<file path="src/rtl/rtc_alarm_pkg.sv">
package rtc_alarm_pkg;
  localparam int SLOT_SEC   = 0;
  localparam int SLOT_MIN   = 1;
  localparam int SLOT_HOUR  = 2;
  localparam int SLOT_DAY   = 3;
  localparam int SLOT_CTRL  = 4;
  localparam int NUM_SLOTS  = 5;
  localparam int MASK_BIT   = 7;
  localparam int ENABLE_BIT = 7;

  typedef enum logic [2:0] {
    RATE_MONTH, RATE_DAY, RATE_HOUR, RATE_MIN, RATE_SEC
  } rate_e;

  typedef struct packed {
    logic [7:0] day;
    logic [7:0] hour;
    logic [7:0] min;
    logic [7:0] sec;
  } alarm_t;

  // decimal value of a tens digit and a units nibble
  function automatic int bcd_pair(input logic [2:0] tens, input logic [3:0] units);
    return int'(tens) * 10 + int'(units);
  endfunction

  // legality of a value written into a given slot
  function automatic logic write_legal(input int slot, input logic [7:0] v);
    case (slot)
      SLOT_SEC, SLOT_MIN: return bcd_pair(v[6:4], v[3:0]) <= 59;
      SLOT_HOUR:          return bcd_pair({1'b0, v[5:4]}, v[3:0]) <= 23;
      SLOT_DAY:           return bcd_pair({2'b00, v[4]}, v[3:0]) != 0;
      default:            return 1'b1;
    endcase
  endfunction
endpackage

</file>
<file path="src/rtl/alarm_regbank.sv">
module alarm_regbank
  import rtc_alarm_pkg::*;
#(
  parameter int ADDR_W = 3
) (
  input  logic              clk,
  input  logic              rst,
  input  logic              we,
  input  logic [ADDR_W-1:0] addr,
  input  logic [7:0]        wdata,
  output logic [7:0]        rdata,
  output alarm_t            alarm,
  output logic              alarm_en
);
  logic [7:0] slots [NUM_SLOTS];
  logic [NUM_SLOTS-1:0] hit;
  logic [NUM_SLOTS-1:0] legal;
  logic [7:0] rd_next;
  logic past_ok;

  always_comb begin
    for (int i = 0; i < NUM_SLOTS; i++) begin
      hit[i]   = we && (addr == ADDR_W'(i));
      legal[i] = write_legal(i, wdata);
    end
  end

  always_ff @(posedge clk) begin
    if (rst) begin
      for (int i = 0; i < NUM_SLOTS; i++) slots[i] <= 8'h00;
    end else begin
      for (int i = 0; i < NUM_SLOTS; i++)
        if (hit[i] && legal[i]) slots[i] <= wdata;
    end
  end

  always_comb begin
    rd_next = 8'h00;
    for (int i = 0; i < NUM_SLOTS; i++)
      if (addr == ADDR_W'(i)) rd_next = slots[i];
  end

  always_ff @(posedge clk) begin
    if (rst) begin
      rdata   <= 8'h00;
      past_ok <= 1'b0;
    end else begin
      rdata   <= rd_next;
      past_ok <= 1'b1;
    end
  end

  assign alarm.sec  = slots[SLOT_SEC];
  assign alarm.min  = slots[SLOT_MIN];
  assign alarm.hour = slots[SLOT_HOUR];
  assign alarm.day  = slots[SLOT_DAY];
  assign alarm_en   = slots[SLOT_CTRL][ENABLE_BIT];

  // illegal seconds write leaves the slot untouched
  p_reject_sec_r3: assert property (@(posedge clk) disable iff (rst)
    (past_ok && $past(hit[SLOT_SEC] && !legal[SLOT_SEC])) |-> $stable(slots[SLOT_SEC]));
  // illegal hours write leaves the slot untouched
  p_reject_hour_r4: assert property (@(posedge clk) disable iff (rst)
    (past_ok && $past(hit[SLOT_HOUR] && !legal[SLOT_HOUR])) |-> $stable(slots[SLOT_HOUR]));
  // illegal day write leaves the slot untouched
  p_reject_day_r5: assert property (@(posedge clk) disable iff (rst)
    (past_ok && $past(hit[SLOT_DAY] && !legal[SLOT_DAY])) |-> $stable(slots[SLOT_DAY]));
endmodule

</file>
<file path="src/rtl/alarm_matcher.sv">
module alarm_matcher
  import rtc_alarm_pkg::*;
(
  input  logic       clk,
  input  logic       rst,
  input  alarm_t     alarm,
  input  logic [6:0] now_sec,
  input  logic [6:0] now_min,
  input  logic [5:0] now_hour,
  input  logic [5:0] now_day,
  output logic       match
);
  rate_e rate;
  logic sec_eq, min_eq, hour_eq, day_eq;
  logic unused_alarm_bits;

  assign unused_alarm_bits = ^{alarm.hour[6], alarm.day[6]};

  assign sec_eq  = alarm.sec[6:0]  == now_sec;
  assign min_eq  = alarm.min[6:0]  == now_min;
  assign hour_eq = alarm.hour[5:0] == now_hour;
  assign day_eq  = alarm.day[5:0]  == now_day;

  always_comb begin
    case ({alarm.day[MASK_BIT], alarm.hour[MASK_BIT], alarm.min[MASK_BIT], alarm.sec[MASK_BIT]})
      4'b0000: rate = RATE_MONTH;
      4'b1000: rate = RATE_DAY;
      4'b1100: rate = RATE_HOUR;
      4'b1110: rate = RATE_MIN;
      default: rate = RATE_SEC;
    endcase
  end

  always_comb begin
    case (rate)
      RATE_MONTH: match = day_eq && hour_eq && min_eq && sec_eq;
      RATE_DAY:   match = hour_eq && min_eq && sec_eq;
      RATE_HOUR:  match = min_eq && sec_eq;
      RATE_MIN:   match = sec_eq;
      default:    match = 1'b1;
    endcase
  end

  // a seconds mismatch can only match in the every-second rate
  p_sec_gate_r10: assert property (@(posedge clk) disable iff (rst)
    (!sec_eq && rate != RATE_SEC) |-> !match);
endmodule

</file>
<file path="src/rtl/alarm_irq_pulse.sv">
module alarm_irq_pulse (
  input  logic clk,
  input  logic rst,
  input  logic tick,
  input  logic match,
  input  logic enable,
  output logic irq_q
);
  logic past_ok;

  always_ff @(posedge clk) begin
    if (rst) begin
      irq_q   <= 1'b0;
      past_ok <= 1'b0;
    end else begin
      irq_q   <= tick && match && enable;
      past_ok <= 1'b1;
    end
  end

  // no pulse while the alarm enable is clear
  p_gated_r11: assert property (@(posedge clk) disable iff (rst)
    (past_ok && !$past(enable)) |-> !irq_q);
endmodule

</file>
<file path="src/rtl/rtc_alarm_match.sv">
module rtc_alarm_match
  import rtc_alarm_pkg::*;
#(
  parameter int ADDR_W = 3
) (
  input  logic              clk,
  input  logic              rst,
  input  logic              tick,
  input  logic [6:0]        tod_sec,
  input  logic [6:0]        tod_min,
  input  logic [5:0]        tod_hour,
  input  logic [5:0]        tod_day,
  input  logic [ADDR_W-1:0] bus_addr,
  input  logic [7:0]        bus_wdata,
  input  logic              bus_we,
  output logic [7:0]        bus_rdata,
  output logic              irq_out
);
  alarm_t alarm;
  logic   alarm_en;
  logic   match;
  logic   past_ok;

  alarm_regbank #(.ADDR_W(ADDR_W)) u_regs (
    .clk(clk), .rst(rst), .we(bus_we), .addr(bus_addr), .wdata(bus_wdata),
    .rdata(bus_rdata), .alarm(alarm), .alarm_en(alarm_en)
  );

  alarm_matcher u_match (
    .clk(clk), .rst(rst), .alarm(alarm),
    .now_sec(tod_sec), .now_min(tod_min), .now_hour(tod_hour), .now_day(tod_day),
    .match(match)
  );

  alarm_irq_pulse u_irq (
    .clk(clk), .rst(rst), .tick(tick), .match(match), .enable(alarm_en),
    .irq_q(irq_out)
  );

  always_ff @(posedge clk) begin
    if (rst) past_ok <= 1'b0;
    else     past_ok <= 1'b1;
  end

  // every pulse follows an edge that sampled the tick
  p_pulse_on_tick_r11: assert property (@(posedge clk) disable iff (rst)
    (past_ok && irq_out) |-> $past(tick));
endmodule

</file>
<file path="config.mk">
export PLATFORM = sky130hd
export DESIGN_NAME = rtc_alarm_match
export DESIGN_NICKNAME = d
export VERILOG_FILES = /design/src/rtl/rtc_alarm_pkg.sv /design/src/rtl/alarm_regbank.sv /design/src/rtl/alarm_matcher.sv /design/src/rtl/alarm_irq_pulse.sv /design/src/rtl/rtc_alarm_match.sv
export SDC_FILE = /design/constraint.sdc
export NUM_CORES = 1
export LEC_CHECK = 0
export ABC_AREA = 1
export BUFFER_PORTS_ARGS = -buffer_cell sky130_fd_sc_hd__buf_2
export CELL_PAD_IN_SITES_DETAIL_PLACEMENT = 0
export CELL_PAD_IN_SITES_GLOBAL_PLACEMENT = 1
export CORE_MARGIN = 8
export CORE_UTILIZATION = 42
export CTS_CLUSTER_DIAMETER = 60
export DETAILED_ROUTE_END_ITERATION = 8
export GPL_ROUTABILITY_DRIVEN = 0
export PLACE_DENSITY = 0.85
export SETUP_SLACK_MARGIN = 0.3
export SLEW_MARGIN = 25
export SYNTH_ARGS = -nofsm -noshare
export SYNTH_HDL_FRONTEND = slang
export SYNTH_SLANG_ARGS = --single-unit
</file>
<file path="constraint.sdc">
create_clock -name clk -period 3.2 [get_ports clk]
set_input_delay 0.64 -clock clk [delete_from_list [all_inputs] [get_ports clk]]
set_output_delay 0.64 -clock clk [all_outputs]
set_load 0.05 [all_outputs]
</file>
==> results of run 1 <==
## cells in the final DEF (no fill, tap or decap), drive strengths merged, types with 2 or more instances in the layout
| cell type | Yosys | layout |
|---|---|---|
| a31oi | 8 | 8 |
| xnor2 | 13 | 13 |
| o21ai | 7 | 7 |
| nand2 | 78 | 78 |
| clkbuf | 0 | 5 |
| inv | 34 | 35 |
| buf | 3 | 50 |
| nand3 | 31 | 31 |
| edfxtp | 40 | 40 |
| clkinv | 4 | 4 |
| xor2 | 6 | 6 |
| bufinv | 0 | 2 |
| ha | 9 | 9 |
| nand4 | 5 | 5 |
| a21oi | 14 | 14 |
| nor2 | 24 | 24 |
| dfxtp | 9 | 9 |
## layout make-up
cell class	count	area (sq um)	share of cell area
sequential	49	1380	0.444
multi-input combinational	200	1100	0.354
timing repair buffer	50	253	0.0812
inverter	38	145	0.0466
tap	77	96.3	0.0309
clock buffer	5	68.8	0.0221
clock inverter	3	68.8	0.0221
## worst max-delay path, delay by kind of cell
family / cells / cell delay [ps]
adder cells (fa/ha/maj): 2 / 630
AND/OR/NAND/NOR: 5 / 610
AO/OA/AOI/OAI: 2 / 440
buffers and inverters: 2 / 240
## through the flow
| step | setup slack [ps] | cell area [sq um] | power, mW | utilization |
|---|---|---|---|---|
| after global placement | 404 | 2980 | 1.04 | 0.480 |
| final | 664 | 3110 | 1.54 | 0.502 |
| after global routing | 477 | 3110 | 1.60 | 0.502 |
| after floorplan | 728 | 2650 | 0.951 | - |
| after detailed placement | 384 | 2980 | 1.04 | 0.480 |
| after CTS | 690 | 3110 | 1.55 | 0.502 |
## kinds of logic after synthesis
kind of cell             share of synthesized area
AND/OR/NAND/NOR                              0.238
flip-flops                                   0.522
buffers and inverters                       0.0615
AO/OA/AOI/OAI                               0.0648
XOR/XNOR                                    0.0629
adder cells (fa/ha/maj)                     0.0501
## sequential cells by signal (all words and copies together), names as in the netlist
signal        cells
u_regs.slots     40
u_regs.rdata      8
u_irq.irq_q       1
## report_power, final
group / total, mW / switching [mW] / internal (mW)
clock: 0.517 / 0.203 / 0.314
combinational: 0.250 / 0.159 / 0.0907
sequential: 0.776 / 0.0304 / 0.745
## routing by layer
layer | vias to the layer above | wire (um)
met1 | 911 | 2710
li1 | 1077 | -
met2 | 82 | 3040
met5 | - | 0
met4 | 0 | 79
met3 | 6 | 567
## worst min-delay path by stage
stage | endpoint | cells after the start
finish | u_regs.rdata[6] | 2
global route | u_regs.rdata[6] | 2
CTS | u_regs.rdata[6] | 2
detailed placement | u_regs.rdata[6] | 2
global placement | u_regs.rdata[6] | 2
floorplan | u_regs.rdata[6] | 2
==> flow_summary.json, run 1 <==
{
  "p_leak_nw": 1.41,
  "arrival_ps": 2560,
  "cts_setup_buffers": 0,
  "start_kind": "input port",
  "synth-seq-area-share": 0.522,
  "crit_start": "bus_wdata[4]",
  "final_max_slew_viol_count": 0,
  "grt_max_degree": 18,
  "hold_buffers": 0,
  "min_period_ps": 2540,
  "clock-skew-final_ps": 8.08,
  "cp_data_required_time_ps": 3220,
  "hold_violations": 0,
  "clkTransAtPathRegs_ps": 90,
  "numPortBuffers": 49,
  "place_inst": 414,
  "grt-ovfl-total": 0,
  "hp-class": "reg2reg",
  "crit_type": "in2reg",
  "ys.flop_type": "edfxtp_1",
  "firstDrtPassIters": 4,
  "rrSetupSlack_ps": 1840,
  "cts_buffer_depth": 2,
  "tritoncts": "done",
  "numCtsBuffers": 5,
  "antenna_left": 0,
  "cts-resized-gates": 0,
  "crit_slowest_cell": "ha_1",
  "htree_levels": 2,
  "maxCapViolations": 0,
  "antenna_found_initial": 0,
  "postSynthAreaPerCell_sq_um": 9.12,
  "rsz0062_at_grt": "false",
  "vias_per_cell": 4.92,
  "totalWireLength_mm": 6.39,
  "crit_end": "u_regs.slots[0][4]",
  "yosys.area.top_type": "edfxtp_1",
  "grtUsageTotal": 0.146,
  "die_y_um": 95.4,
  "io_pins": 50,
  "die_w_um": 95.4,
  "critPathCaptureType": "flop",
  "synth_seq_cells": 49,
  "use_met1": 0.184,
  "peakVddDrop_v": 0.000302,
  "worstMarginPinSlew_ps": 452,
  "syn_area_sq_um": 2650,
  "vias": 2076,
  "power_density_nw_per_um2": 495,
  "grt_first_pass_wirelength_mm": 10.1,
  "final_cells": 422,
  "drtIter0Drc": 108,
  "syn_nets": 341,
  "rows": 29,
  "clock_latency_ps": 300,
  "r2r.worst_path.cells": 11,
  "grt_pass1_vias": 2030,
  "synth_edf_count": 40,
  "start_util": 0.426,
  "synth_common_cells": "nand2_1 (78), edfxtp_1 (40), inv_1 (30)",
  "ys_top_cells_by_area": "edfxtp_1 (45%), nand2_1 (11%), dfxtp_1 (6.8%)",
  "finalSetupTns_ps": 0,
  "busiest_layer": "met2",
  "use_met2": 0.237,
  "relSlewSlack": 0.698,
  "synth_top_cell_area_share": 0.454,
  "yosys_warnings": 0,
  "dieArea_sq_um": 9090,
  "drc": 0,
  "drive_gt1_frac": 0.209,
  "grt_use_met3": 0.0339,
  "diodes": 0,
  "fmax_ghz": 0.394,
  "fin_crit_sh": 0.792,
  "coreArea_sq_um": 6200,
  "synthToLayoutAreaGrowth_pct": 17.7,
  "reg2reg_from": "u_regs.slots[0][29]",
  "cts_root_buffer": "clkbuf_8",
  "final_nets": 395,
  "crit_path_max_fanout": 8,
  "netlist_instances": 290,
  "hold_ws_ps": 524,
  "path_cells": "buf_2 > ha_1 > ha_1 > a21oi_1 > nand2_1 > a21oi_1 > nand3_1 > nand3_1 > nand3_4 > nand2_1 > inv_1",
  "fillerInstances": 585,
  "hpwlAfterDp_mm": 5.03,
  "ys_types": 28,
  "max_stage_delay_ps": 320,
  "clkSinkCount": 49,
  "async_flop_share": 0,
  "drt-wirelength-per-cell_um": 15.1,
  "min-delay-start": "u_regs.slots[0][22]",
  "status": "completed",
  "yosys.cell_count.top_type": "nand2_1",
  "finalSetupViolCount": 0,
  "worstReg2RegEnd": "u_irq.irq_q"
}
Note: power is estimated with default switching activity, not from simulation.
==> run 2: changes to the inputs <==
- CORE_UTILIZATION: 42 -> 38
- PLACE_DENSITY: 0.85 -> 0.81
- clock period: 3.2 -> 2.2 ns (I/O delays scaled with it)
==> flow_summary.json, run 2 (synthesis results as in run 1) <==
{
  "die_w_um": 99.4,
  "grt-ovfl-total": 0,
  "finalSetupViolCount": 0,
  "clock_latency_ps": 290,
  "grt_first_pass_wirelength_mm": 10.8,
  "tritoncts": "done",
  "rsz0062_at_grt": "true",
  "top_register": "u_regs.slots",
  "fin_crit_sh": 0.931,
  "largest_reg_flops": 40,
  "r2r.worst_path.cells": 11,
  "clkTransAtPathRegs_ps": 90,
  "clock-skew-final_ps": 5.89,
  "cts_root_buffer": "clkbuf_8",
  "grt_max_degree": 16,
  "p_leak_nw": 1.50,
  "cp_data_required_time_ps": 2260,
  "rows": 30,
  "rrSetupSlack_ps": 820,
  "maxCapViolations": 0,
  "vias_per_cell": 4.91,
  "arrival_ps": 2110,
  "crit_end": "u_regs.slots[0][1]",
  "start_util": 0.391,
  "drt-wirelength-per-cell_um": 15.1,
  "numPortBuffers": 49,
  "final_common_cell": "nand2_1",
  "io_pins": 50,
  "hpwlAfterDp_mm": 5.34,
  "min_period_ps": 2050,
  "worstMarginPinSlew_ps": 324,
  "relSlewSlack": 0.784,
  "postLayoutCoreUtil": 0.509,
  "crit_type": "in2reg",
  "reg2reg_from": "u_regs.slots[0][26]",
  "totalWireLength_mm": 6.75,
  "status": "completed",
  "min-delay-start": "tick",
  "vias": 2191,
  "clkSinkCount": 49,
  "numCtsBuffers": 5,
  "die_y_um": 99.4,
  "layout_common_cells": "nand2_1 (66), buf_2 (46), edfxtp_1 (40)",
  "power_density_nw_per_um2": 640,
  "grtUsageTotal": 0.139,
  "synthToLayoutAreaGrowth_pct": 30.0,
  "fmax_ghz": 0.488,
  "hp-class": "in2reg",
  "dieArea_sq_um": 9890,
  "firstDrtPassIters": 4,
  "diodes": 0,
  "largestRegisters": "u_regs.slots (40), u_regs.rdata (8), u_irq.irq_q (1)",
  "antenna_left": 0,
  "antenna_found_initial": 0,
  "final_max_slew_viol_count": 0,
  "grt_pass1_vias": 2223,
  "htree_levels": 2,
  "coreArea_sq_um": 6760,
  "crit_path_max_fanout": 8,
  "cts_buffer_depth": 2,
  "peakVddDrop_v": 0.000244,
  "critPathCaptureType": "flop",
  "start_kind": "input port",
  "drive_gt1_frac": 0.350,
  "final_cells": 446,
  "worstReg2RegEnd": "u_irq.irq_q",
  "final_nets": 416,
  "crit_start": "bus_wdata[4]",
  "hold_violations": 0,
  "drc": 0,
  "place_inst": 437,
  "drtIter0Drc": 117
}
==> run 2: cell types whose count changed in the layout (fill, tap and decap cells not counted), sizes merged <==
cell,previous run,this run
buf,50,71
bufinv,2,1
clkbuf,5,6
==> run 2: layer usage <==
metal,share of wire,up-vias,routed length [um],GRT usage
met3,0.074,6,501,0.0321
met5,0,-,0,0
met4,0.0092,0,62,0.0419
li1,-,1119,-,-
met1,0.42,985,2820,0.162
met2,0.50,81,3370,0.247
==> run 2: report_power, final <==
part	internal (mW)	switching, mW	total (mW)
Clock	0.341	0.286	0.627
Combinational	0.184	0.258	0.442
Sequential	1.08	0.0484	1.13
==> run 2: worst min-delay path by stage <==
stage / to / slack (ps) / cells after the start
after floorplan: u_regs.rdata[6] / 490 / 2
after global placement: u_regs.rdata[3] / 530 / 2
after detailed placement: u_regs.rdata[0] / 530 / 2
after CTS: u_irq.irq_q / 420 / 3
after global routing: u_irq.irq_q / 420 / 3
final: u_irq.irq_q / 420 / 3
==> run 2: final cells by class <==
| class | instances | area, sq um |
|---|---|---|
| well taps | 80 | 100 |
| multi-input cells | 200 | 1270 |
| fillers | 631 | 3320 |
| flip-flops and latches | 49 | 1380 |
| clock inverters | 2 | 38.8 |
| repair buffers | 71 | 433 |
| clock buffers | 6 | 72.6 |
| inverters | 38 | 145 |
==> run 2: what timing repair did <==
action                     in CTS  in global routing
gates resized for setup        12                  6
setup buffers                   1                  0
setup endpoints to repair      64                 64
pin swaps                      13                  2
hold buffers                    0                  0
==> run 2: stage by stage <==
step | hold WS, ps | power [mW] | worst slack (ps) | setup TNS, ps | area [sq um]
after floorplan | 485 | 1.40 | 86.4 | 0 | 2750
after global placement | 527 | 1.57 | -180 | -10070 | 3230
after detailed placement | 528 | 1.57 | -221 | -11780 | 3230
after CTS | 422 | 2.20 | 162 | 0 | 3420
after global routing | 419 | 2.30 | 38.6 | 0 | 3440
final | 417 | 2.20 | 151 | 0 | 3440
==> run 2: critical path: stages <==
cell and delay (ps):
buf_8 110, ha_4 150, ha_4 150, ha_4 260
nand2_2 50, clkinv_1 40, nand4_1 60, o21ai_1 100
nand2_1 60, o21ai_1 80, clkinv_1 120, nand3_2 120
nand3_4 180, nand2_2 120, inv_2 50
